--- config.mk ---
export PLATFORM = sky130hd
export DESIGN_NAME = irq_router
export DESIGN_NICKNAME = d
export VERILOG_FILES = /design/src/rtl/irq_router_pkg.sv /design/src/rtl/irq_line_map.sv /design/src/rtl/irq_legacy_gate.sv /design/src/rtl/irq_msg_arb.sv /design/src/rtl/irq_router.sv
export SDC_FILE = /design/constraint.sdc
export NUM_CORES = 1
export LEC_CHECK = 0
export CAP_MARGIN = 20
export CORE_AREA = 10 10 264 266
export DETAILED_ROUTE_END_ITERATION = 7
export DIE_AREA = 0 0 274 276
export HOLD_SLACK_MARGIN = 0.1
export PLACE_DENSITY_LB_ADDON = 0.15
export SETUP_SLACK_MARGIN = 0.1
export SYNTH_ARGS = -nofsm -noshare
export SYNTH_HDL_FRONTEND = slang
export SYNTH_SLANG_ARGS = --single-unit
--- constraint.sdc ---
create_clock -name clk -period 1.7 [get_ports clk]
set_input_delay 0.255 -clock clk [delete_from_list [all_inputs] [get_ports clk]]
set_output_delay 0.255 -clock clk [all_outputs]
set_load 0.03 [all_outputs]
--- src/rtl/irq_router_pkg.sv ---
package irq_router_pkg;
  // lines claimed by timers 0 and 1 in legacy replacement mode
  localparam int unsigned LEG_LINE_A = 0;
  localparam int unsigned LEG_LINE_B = 8;
  localparam int unsigned WORD_W     = 64;

  typedef struct packed {
    logic [31:0] addr;
    logic [31:0] data;
  } msg_word_t;
endpackage

--- src/rtl/irq_line_map.sv ---
module irq_line_map
  import irq_router_pkg::*;
#(
  parameter int unsigned NT = 8,
  parameter int unsigned NL = 32,
  parameter int unsigned RW = 5
) (
  input  logic [NT-1:0]    lvl_req,
  input  logic [NT-1:0]    edge_req,
  input  logic [NT*RW-1:0] route,
  input  logic             legacy,
  output logic [NL-1:0]    line_req
);
  localparam logic [NL-1:0] ONE = {{(NL-1){1'b0}}, 1'b1};

  logic [NL-1:0] contrib [NT];

  for (genvar t = 0; t < NT; t++) begin : g_tmr
    logic [RW-1:0] fld;
    logic [RW-1:0] eff;
    assign fld = route[t*RW +: RW];
    if (t == 0) begin : g_leg_a
      assign eff = legacy ? RW'(LEG_LINE_A) : fld;
    end else if (t == 1) begin : g_leg_b
      assign eff = legacy ? RW'(LEG_LINE_B) : fld;
    end else begin : g_plain
      assign eff = fld;
    end
    assign contrib[t] = (lvl_req[t] | edge_req[t]) ? (ONE << eff) : '0;
  end

  always_comb begin
    line_req = '0;
    for (int t = 0; t < NT; t++) begin
      line_req = line_req | contrib[t];
    end
  end
endmodule

--- src/rtl/irq_legacy_gate.sv ---
module irq_legacy_gate
  import irq_router_pkg::*;
#(
  parameter int unsigned NL = 32
) (
  input  logic          clk,
  input  logic          rst_n,
  input  logic          legacy,
  input  logic          pit_in,
  input  logic          rtc_in,
  output logic [NL-1:0] pass_lines,
  output logic          pit_en
);
  logic pit_q, pit_d;
  logic rtc_q, rtc_d;
  logic pen_q, pen_d;

  always_comb begin
    pit_d = pit_in;
    rtc_d = rtc_in;
    pen_d = ~legacy;
  end

  always_ff @(posedge clk or negedge rst_n) begin
    if (!rst_n) begin
      pit_q <= 1'b0;
      rtc_q <= 1'b0;
      pen_q <= 1'b1;
    end else begin
      pit_q <= pit_d;
      rtc_q <= rtc_d;
      pen_q <= pen_d;
    end
  end

  always_comb begin
    pass_lines             = '0;
    pass_lines[LEG_LINE_A] = pit_q & ~legacy;
    pass_lines[LEG_LINE_B] = rtc_q & ~legacy;
  end

  assign pit_en = pen_q;
endmodule

--- src/rtl/irq_msg_arb.sv ---
module irq_msg_arb
  import irq_router_pkg::*;
#(
  parameter int unsigned NT = 8
) (
  input  logic               clk,
  input  logic               rst_n,
  input  logic [NT-1:0]      req,
  input  logic [NT*WORD_W-1:0] words,
  output logic               msg_valid,
  output logic [31:0]        msg_addr,
  output logic [31:0]        msg_data
);
  logic [NT-1:0] pend_q, pend_d;
  logic [NT-1:0] cand, grant;
  msg_word_t     sel_word, word_q;
  logic          vld_q, vld_d;

  always_comb begin
    cand     = pend_q | req;
    grant    = cand & (~cand + NT'(1));
    pend_d   = cand & ~grant;
    vld_d    = |cand;
    sel_word = '0;
    for (int i = 0; i < NT; i++) begin
      if (grant[i]) sel_word = sel_word | words[i*WORD_W +: WORD_W];
    end
  end

  always_ff @(posedge clk or negedge rst_n) begin
    if (!rst_n) begin
      pend_q <= '0;
      vld_q  <= 1'b0;
      word_q <= '0;
    end else begin
      pend_q <= pend_d;
      vld_q  <= vld_d;
      if (vld_d) word_q <= sel_word;
    end
  end

  assign msg_valid = vld_q;
  assign msg_addr  = word_q.addr;
  assign msg_data  = word_q.data;
endmodule

--- src/rtl/irq_router.sv ---
module irq_router
  import irq_router_pkg::*;
#(
  parameter int unsigned NUM_TIMERS = 8,
  parameter int unsigned NUM_LINES  = 32,
  localparam int unsigned RW        = $clog2(NUM_LINES)
) (
  input  logic                         clk,
  input  logic                         rst_n,
  input  logic                         glb_en,
  input  logic                         legacy,
  input  logic [NUM_TIMERS-1:0]        tmr_int_en,
  input  logic [NUM_TIMERS-1:0]        tmr_level,
  input  logic [NUM_TIMERS-1:0]        tmr_msg_en,
  input  logic [NUM_TIMERS-1:0]        tmr_status,
  input  logic [NUM_TIMERS-1:0]        tmr_fire,
  input  logic [NUM_TIMERS*RW-1:0]     tmr_route,
  input  logic [NUM_TIMERS*WORD_W-1:0] tmr_msg_word,
  input  logic                         pit_in,
  input  logic                         rtc_in,
  output logic [NUM_LINES-1:0]         irq,
  output logic                         pit_en,
  output logic                         msg_valid,
  output logic [31:0]                  msg_addr,
  output logic [31:0]                  msg_data
);
  logic [NUM_TIMERS-1:0] active, lvl_req, edge_req, msg_req;
  logic [NUM_LINES-1:0]  map_lines, pass_lines, irq_d, irq_q;

  always_comb begin
    active   = tmr_int_en & {NUM_TIMERS{glb_en}};
    lvl_req  = active & ~tmr_msg_en & tmr_level & tmr_status;
    edge_req = active & ~tmr_msg_en & ~tmr_level & tmr_fire;
    msg_req  = active & tmr_msg_en & tmr_fire;
  end

  irq_line_map #(.NT(NUM_TIMERS), .NL(NUM_LINES), .RW(RW)) u_map (
    .lvl_req  (lvl_req),
    .edge_req (edge_req),
    .route    (tmr_route),
    .legacy   (legacy),
    .line_req (map_lines)
  );

  irq_legacy_gate #(.NL(NUM_LINES)) u_leg (
    .clk        (clk),
    .rst_n      (rst_n),
    .legacy     (legacy),
    .pit_in     (pit_in),
    .rtc_in     (rtc_in),
    .pass_lines (pass_lines),
    .pit_en     (pit_en)
  );

  irq_msg_arb #(.NT(NUM_TIMERS)) u_arb (
    .clk       (clk),
    .rst_n     (rst_n),
    .req       (msg_req),
    .words     (tmr_msg_word),
    .msg_valid (msg_valid),
    .msg_addr  (msg_addr),
    .msg_data  (msg_data)
  );

  always_comb irq_d = map_lines | pass_lines;

  always_ff @(posedge clk or negedge rst_n) begin
    if (!rst_n) irq_q <= '0;
    else        irq_q <= irq_d;
  end

  assign irq = irq_q;
endmodule

After elaboration in Yosys (flattened, before gate mapping)
Index checks and enable logic that the tools add are counted.
W data, S select, Z words.
Cells by class
  shift operators: 8
  bitwise gates (word level): 41
  reduce and logical (&&, ||, !) cells: 1
  mux-type cells: 18
  $add $sub $neg: 1
Operators by type and width (number)
  $mux W64: 8
  $or A64 B64 Y64: 7
  $mux W32: 8
  $shl A1 B5 Y32 const A: 8
  $or A32 B32 Y32: 7
  $and A8 B8 Y8: 10
  $not A8 Y8: 4
  $or A32 B9 Y32: 1
  $mux W5: 2
  $add A8 B1 Y8 const B: 1
  $or A1 B1 Y1: 8
  $or A8 B8 Y8: 1
  $reduce_or A8 Y1: 1
  $and A1 B1 Y1: 2
  $not A1 Y1: 1
Word-level totals
  flip-flop bits (word level): 108
  input port bits: 598
  output and inout port bits: 98
  word-level logic and storage cells: 77

Logic depth before layout (Yosys ltp)
  depth in word-level cells: 22
  gate-level depth with buffers: 9
  depth with buffers taken out: 5

By module
A second synthesis with hierarchy kept.
Unflattened totals
  cells, all modules: 1439
  area total of the unflattened synthesis: 10670.2 um2
By module, submodules not included
  irq_msg_arb: instances 1, area each 6397.4 um2, cells each 865
  irq_line_map: instances 1, area each 2622.5 um2, cells each 424
  irq_router: instances 1, area each 1328.8 um2, cells each 113
  irq_legacy_gate: instances 1, area each 321.6 um2, cells each 37

Worst setup path after synthesis
Ideal clock, no wire load.
  kind: input -> register
  from: input glb_en
  to: register u_arb.word_q (netlist bit u_arb.msg_addr[0])
  path buffers: 3
  arrival time: 1.716 ns
  stages on the path: 7
  data required time: 1.574 ns
  slack: -0.142 ns
  cells stage by stage: buf_6 a41o_1 nor4_4 nand4_1 buf_2 clkbuf_1 o32a_1
On the way
  word-level cells in the longest chain between the ends: 22
RTL lines
  start, declared: line irq_router.sv:10  | input logic glb_en,
  $and A8 B8 Y8 (*): line irq_router.sv:31  | active = tmr_int_en & {NUM_TIMERS{glb_en}};
  $and A8 B8 Y8 (*) (2 in a row): line irq_router.sv:34  | msg_req = active & tmr_msg_en & tmr_fire;
  $or A8 B8 Y8 (*): line irq_msg_arb.sv:20  | cand = pend_q | req;
  $not A8 Y8: line irq_msg_arb.sv:21  | grant = cand & (~cand + NT'(1));
  $add A8 B1 Y8: line irq_msg_arb.sv:21
  $and A8 B8 Y8: line irq_msg_arb.sv:21
  $mux W64: line irq_msg_arb.sv:26  | if (grant[i]) sel_word = sel_word | words[i*WORD_W +: WORD_W];
  $or A64 B64 Y64: line irq_msg_arb.sv:26
  [5 not listed]
  $or A64 B64 Y64: line irq_msg_arb.sv:26
  $mux W64: line irq_msg_arb.sv:26
  $or A64 B64 Y64: line irq_msg_arb.sv:26
  $mux W64: line irq_msg_arb.sv:26
  $or A64 B64 Y64: line irq_msg_arb.sv:26
  $mux W64: line irq_msg_arb.sv:26
  $or A64 B64 Y64: line irq_msg_arb.sv:26
  $mux W64: line irq_msg_arb.sv:26
  end signal, assigned: line irq_msg_arb.sv:38  | if (vld_d) word_q <= sel_word;
  end, declared: line irq_msg_arb.sv:16  | msg_word_t sel_word, word_q;
Every way passes the cells marked *; elsewhere a longest branch is shown, timed or not.
A chain may end at the register's enable or synchronous reset.

Final worst setup path
  from: register u_arb.pend_q[1]
  to: register u_arb.word_q (netlist bit u_arb.msg_data[31])
On the way
  word-level cells in the longest chain between the ends: 17
RTL lines
  start, declared: line irq_msg_arb.sv:14  | logic [NT-1:0] pend_q, pend_d;
  start signal, assigned: line irq_msg_arb.sv:36  | pend_q <= pend_d;
  $or A8 B8 Y8 (*): line irq_msg_arb.sv:20
  $not A8 Y8: line irq_msg_arb.sv:21
  $add A8 B1 Y8: line irq_msg_arb.sv:21
  $and A8 B8 Y8: line irq_msg_arb.sv:21
  $mux W64: line irq_msg_arb.sv:26
  $or A64 B64 Y64: line irq_msg_arb.sv:26
  $mux W64: line irq_msg_arb.sv:26
  $or A64 B64 Y64: line irq_msg_arb.sv:26
  $mux W64: line irq_msg_arb.sv:26
  $or A64 B64 Y64: line irq_msg_arb.sv:26
  $mux W64: line irq_msg_arb.sv:26
  $or A64 B64 Y64: line irq_msg_arb.sv:26
  $mux W64: line irq_msg_arb.sv:26
  $or A64 B64 Y64: line irq_msg_arb.sv:26
  $mux W64: line irq_msg_arb.sv:26
  $or A64 B64 Y64: line irq_msg_arb.sv:26
  $mux W64: line irq_msg_arb.sv:26
Marks and branches as above.

==> impl_metrics.json <==
{
  "ant_nets": 0,
  "regToRegEndpoint": "u_arb.msg_data[31]",
  "drv_slew": 0,
  "io_pins": 696,
  "vias_per_cell": 5.07,
  "timing.rr.start": "u_arb.pend_q[1]",
  "holdPathEnd": "u_leg.pit_q",
  "cts_max_path_buffers": 2,
  "yosysWarnings": 0,
  "synth-seq-cells": 107,
  "grt_overflow": 0,
  "cts_tree": "built",
  "end_kind": "flop",
  "core_area_um2": 64100,
  "grt_pass1_wl_mm": 134,
  "fin_util_pct": 34.0,
  "cts_max_level": 3,
  "crit_type": "flop to flop",
  "area_growth_pct": 123,
  "grt_pass1_vias": 16376,
  "synthArstFlopShare_pct": 100,
  "min_period_ns": 2.03,
  "chipHeight_um": 276,
  "p_leak_nw": 9.58,
  "routed_wl_mm": 99.7,
  "nNetsFinal": 2862,
  "layout-drive-gt1-share_pct": 22.3,
  "hold_class": "primary input to flop",
  "crit_slowest_cell": "dfrtp_1",
  "syn-mean-instance-area_um2": 7.22,
  "maxCapViolCount": 0,
  "path_max_fanout": 16,
  "slew_headroom_pct": 58.8,
  "worstHoldStart": "pit_in",
  "clock_latency_ns": 0.42,
  "port_buffers": 695,
  "grt_setup_unrepaired": "true",
  "hold_viol": 0,
  "instances_no_fill": 3140,
  "die_w_um": 274,
  "min_period_over_period_pct": 119,
  "max_freq_ghz": 0.492,
  "finalPower_w": 0.0126,
  "initial_core_util_pct": 15.2,
  "synth_enable_flop_cells": 0,
  "clk_pin_slew_ns": 0.10,
  "die_area_um2": 75600,
  "cp.required_ns": 2.00,
  "r2r_slack_ns": -0.33,
  "cp.arrival_ns": 2.33,
  "max_stage_delay_ns": 0.41,
  "vias": 15907,
  "seq_area_frac_synth_pct": 27.5,
  "cp_common_cell": "buf_6",
  "synth_nets": 1949,
  "violations": "setup timing",
  "antenna_found_initial": 40,
  "rows": 93,
  "clock-sinks": 107,
  "powerDensity_nw_per_um2": 577,
  "drc_errors": 0,
  "dp_cells": 3068,
  "hold-worst-slack_ns": 0.263,
  "yosysTopAreaCellShare_pct": 27.2,
  "holdPathStages": 1,
  "first_iter_violations": 1200,
  "syn-cell-area_um2": 9760,
  "dr.pass1.iters": 6,
  "reg2regPathDepth": 7,
  "path_cells": "a41o_4 > nor4_4 > buf_6 > nand4_1 > buf_6 > clkbuf_16 > o32a_1",
  "tightest_slew_ns": 0.618,
  "vdd_drop_max_uv": 448,
  "syn_inst": 1351,
  "status": "finished with violations",
  "grt_max_degree": 66,
  "yosys.cell_types.count": 63,
  "dpl.hpwl_mm": 80.8,
  "crit_path_start_kind": "flop",
  "finalWorstSetupSlack_ns": -0.331,
  "routedWlPerCell_um": 31.8,
  "synth_top_flop_cell": "dfrtp_1",
  "fin_setup_tns_ns": -18.46,
  "place_congestion": 0.949,
  "clockRootBuffer": "clkbuf_16",
  "track_usage_pct": 25.0,
  "yosys.area.top_type": "dfrtp_1",
  "skew_ns": 0.0196,
  "cts_made_buffers": 9,
  "setup_violations": 66,
  "synth.area.top_cells": "dfrtp_1, a21oi_1, nor2_1"
}
==> worst max-delay path: cells and delay by family (launching register included) <==
family / cells / cell delay, ns
and+or+nand+nor: 2 / 0.44
buffers and inverters: 3 / 0.58
AOI/OAI and AO/OA: 2 / 0.48
DFF: 1 / 0.41
==> power by group <==
part	switching [W]	leakage, nW	internal, W
registers	0.000327	1.35	0.00303
logic	0.00358	8.10	0.00321
clock network	0.00140	0.133	0.00103
total	0.00531	9.58	0.00728
==> layout by cell type, fill, tap and decap left out, types with 21 or more instances in the layout <==
master	n
clkdlybuf4s50_1	549
nor2_1	164
o32a_1	64
nor3_1	21
buf_12	30
dlymetal6s2s_1	81
o21ai_1	37
nand2_1	157
and3_1	66
buf_6	26
nand3_1	91
buf_4	265
a21oi_1	144
dlygate4sd2_1	53
dfrtp_1	106
o21ai_2	21
a221o_1	65
==> sequential cells by signal, summed over array words and instances (netlist names) <==
signal,flops
u_arb.pend_q,7
u_arb.msg_addr,32
irq,32
u_leg.pit_q,1
u_leg.rtc_q,1
u_leg.pit_en,1
u_arb.msg_valid,1
u_arb.msg_data,32
==> layer usage <==
layer  up-vias  share of wire, %  wire, um  GRT usage (%)
met5         -              0.15       148              0
li1       7021                 -         -              -
met1      7885                37     36500           27.0
met4        22               3.4      3390           8.57
met3       174               7.9      7860           7.13
met2       805                52     51800           45.5
==> through the flow <==
stage | cell area [um2] | setup WS (ns)
final | 21800 | -0.331
after global routing | 21800 | -0.377
after CTS | 20700 | -0.293
after detailed placement | 20000 | -1.08
after global placement | 20000 | -1.15
after floorplan | 9950 | -0.0588
==> how the worst max path moves through the flow <==
stage | start | end | slack [ns] | cells after the start
after global routing | u_arb.pend_q[1] | u_arb.msg_data[31] | -0.38 | 7
after detailed placement | glb_en | irq[30] | -1.08 | 11
after floorplan | u_arb.pend_q[2] | u_arb.msg_addr[0] | -0.06 | 6
after global placement | glb_en | irq[30] | -1.15 | 11
final | u_arb.pend_q[1] | u_arb.msg_data[31] | -0.33 | 7
after CTS | u_arb.pend_q[1] | u_arb.msg_data[3] | -0.29 | 6
==> kinds of logic after synthesis <==
logic type	Yosys count	share of synthesized area, %
and+or+nand+nor	655	32.9
AOI/OAI and AO/OA	455	33.6
buffers and inverters	126	5.15
DFF	107	27.5
muxes	8	0.885
==> timing repair <==
action / 4_1_cts / 5_1_grt
pin swaps: 31 / 52
setup buffers: 5 / 25
hold endpoints to repair: 43 / 0
cloned: 5 / 4
endpoints found under the setup margin: 192 / 141
gates resized for setup: 141 / 214
hold buffers: 1 / 0
==> cell usage after synthesis (8+ instances only) <==
cell and n:
or3_1 8, dfrtp_1 106, a221o_1 65, a22oi_1 12, clkbuf_1 87, nand2_1 167, o21ai_1 48, buf_1 15
nand2b_1 15, and3_1 66, nand4_1 18, and2_1 10, nor4_1 12, nor2_1 175, o22ai_1 20, nand3_1 97
o21ai_0 17, nor2b_1 18, a221oi_1 18, buf_2 17, o32a_1 64, o32ai_1 9, a211oi_1 19, a21oi_1 147
nor3_1 27
==> layout make-up <==
type | instances | area, um2
clock buffer | 10 | 229
tap | 855 | 1070
timing repair buffer | 1023 | 10300
antenna | 16 | 40.0
inverter | 5 | 18.8
multi-input combinational | 1118 | 7430
sequential | 107 | 2680
clock inverter | 6 | 55.1
fill | 6732 | 42300
Power figures use the tool's default switching activity.
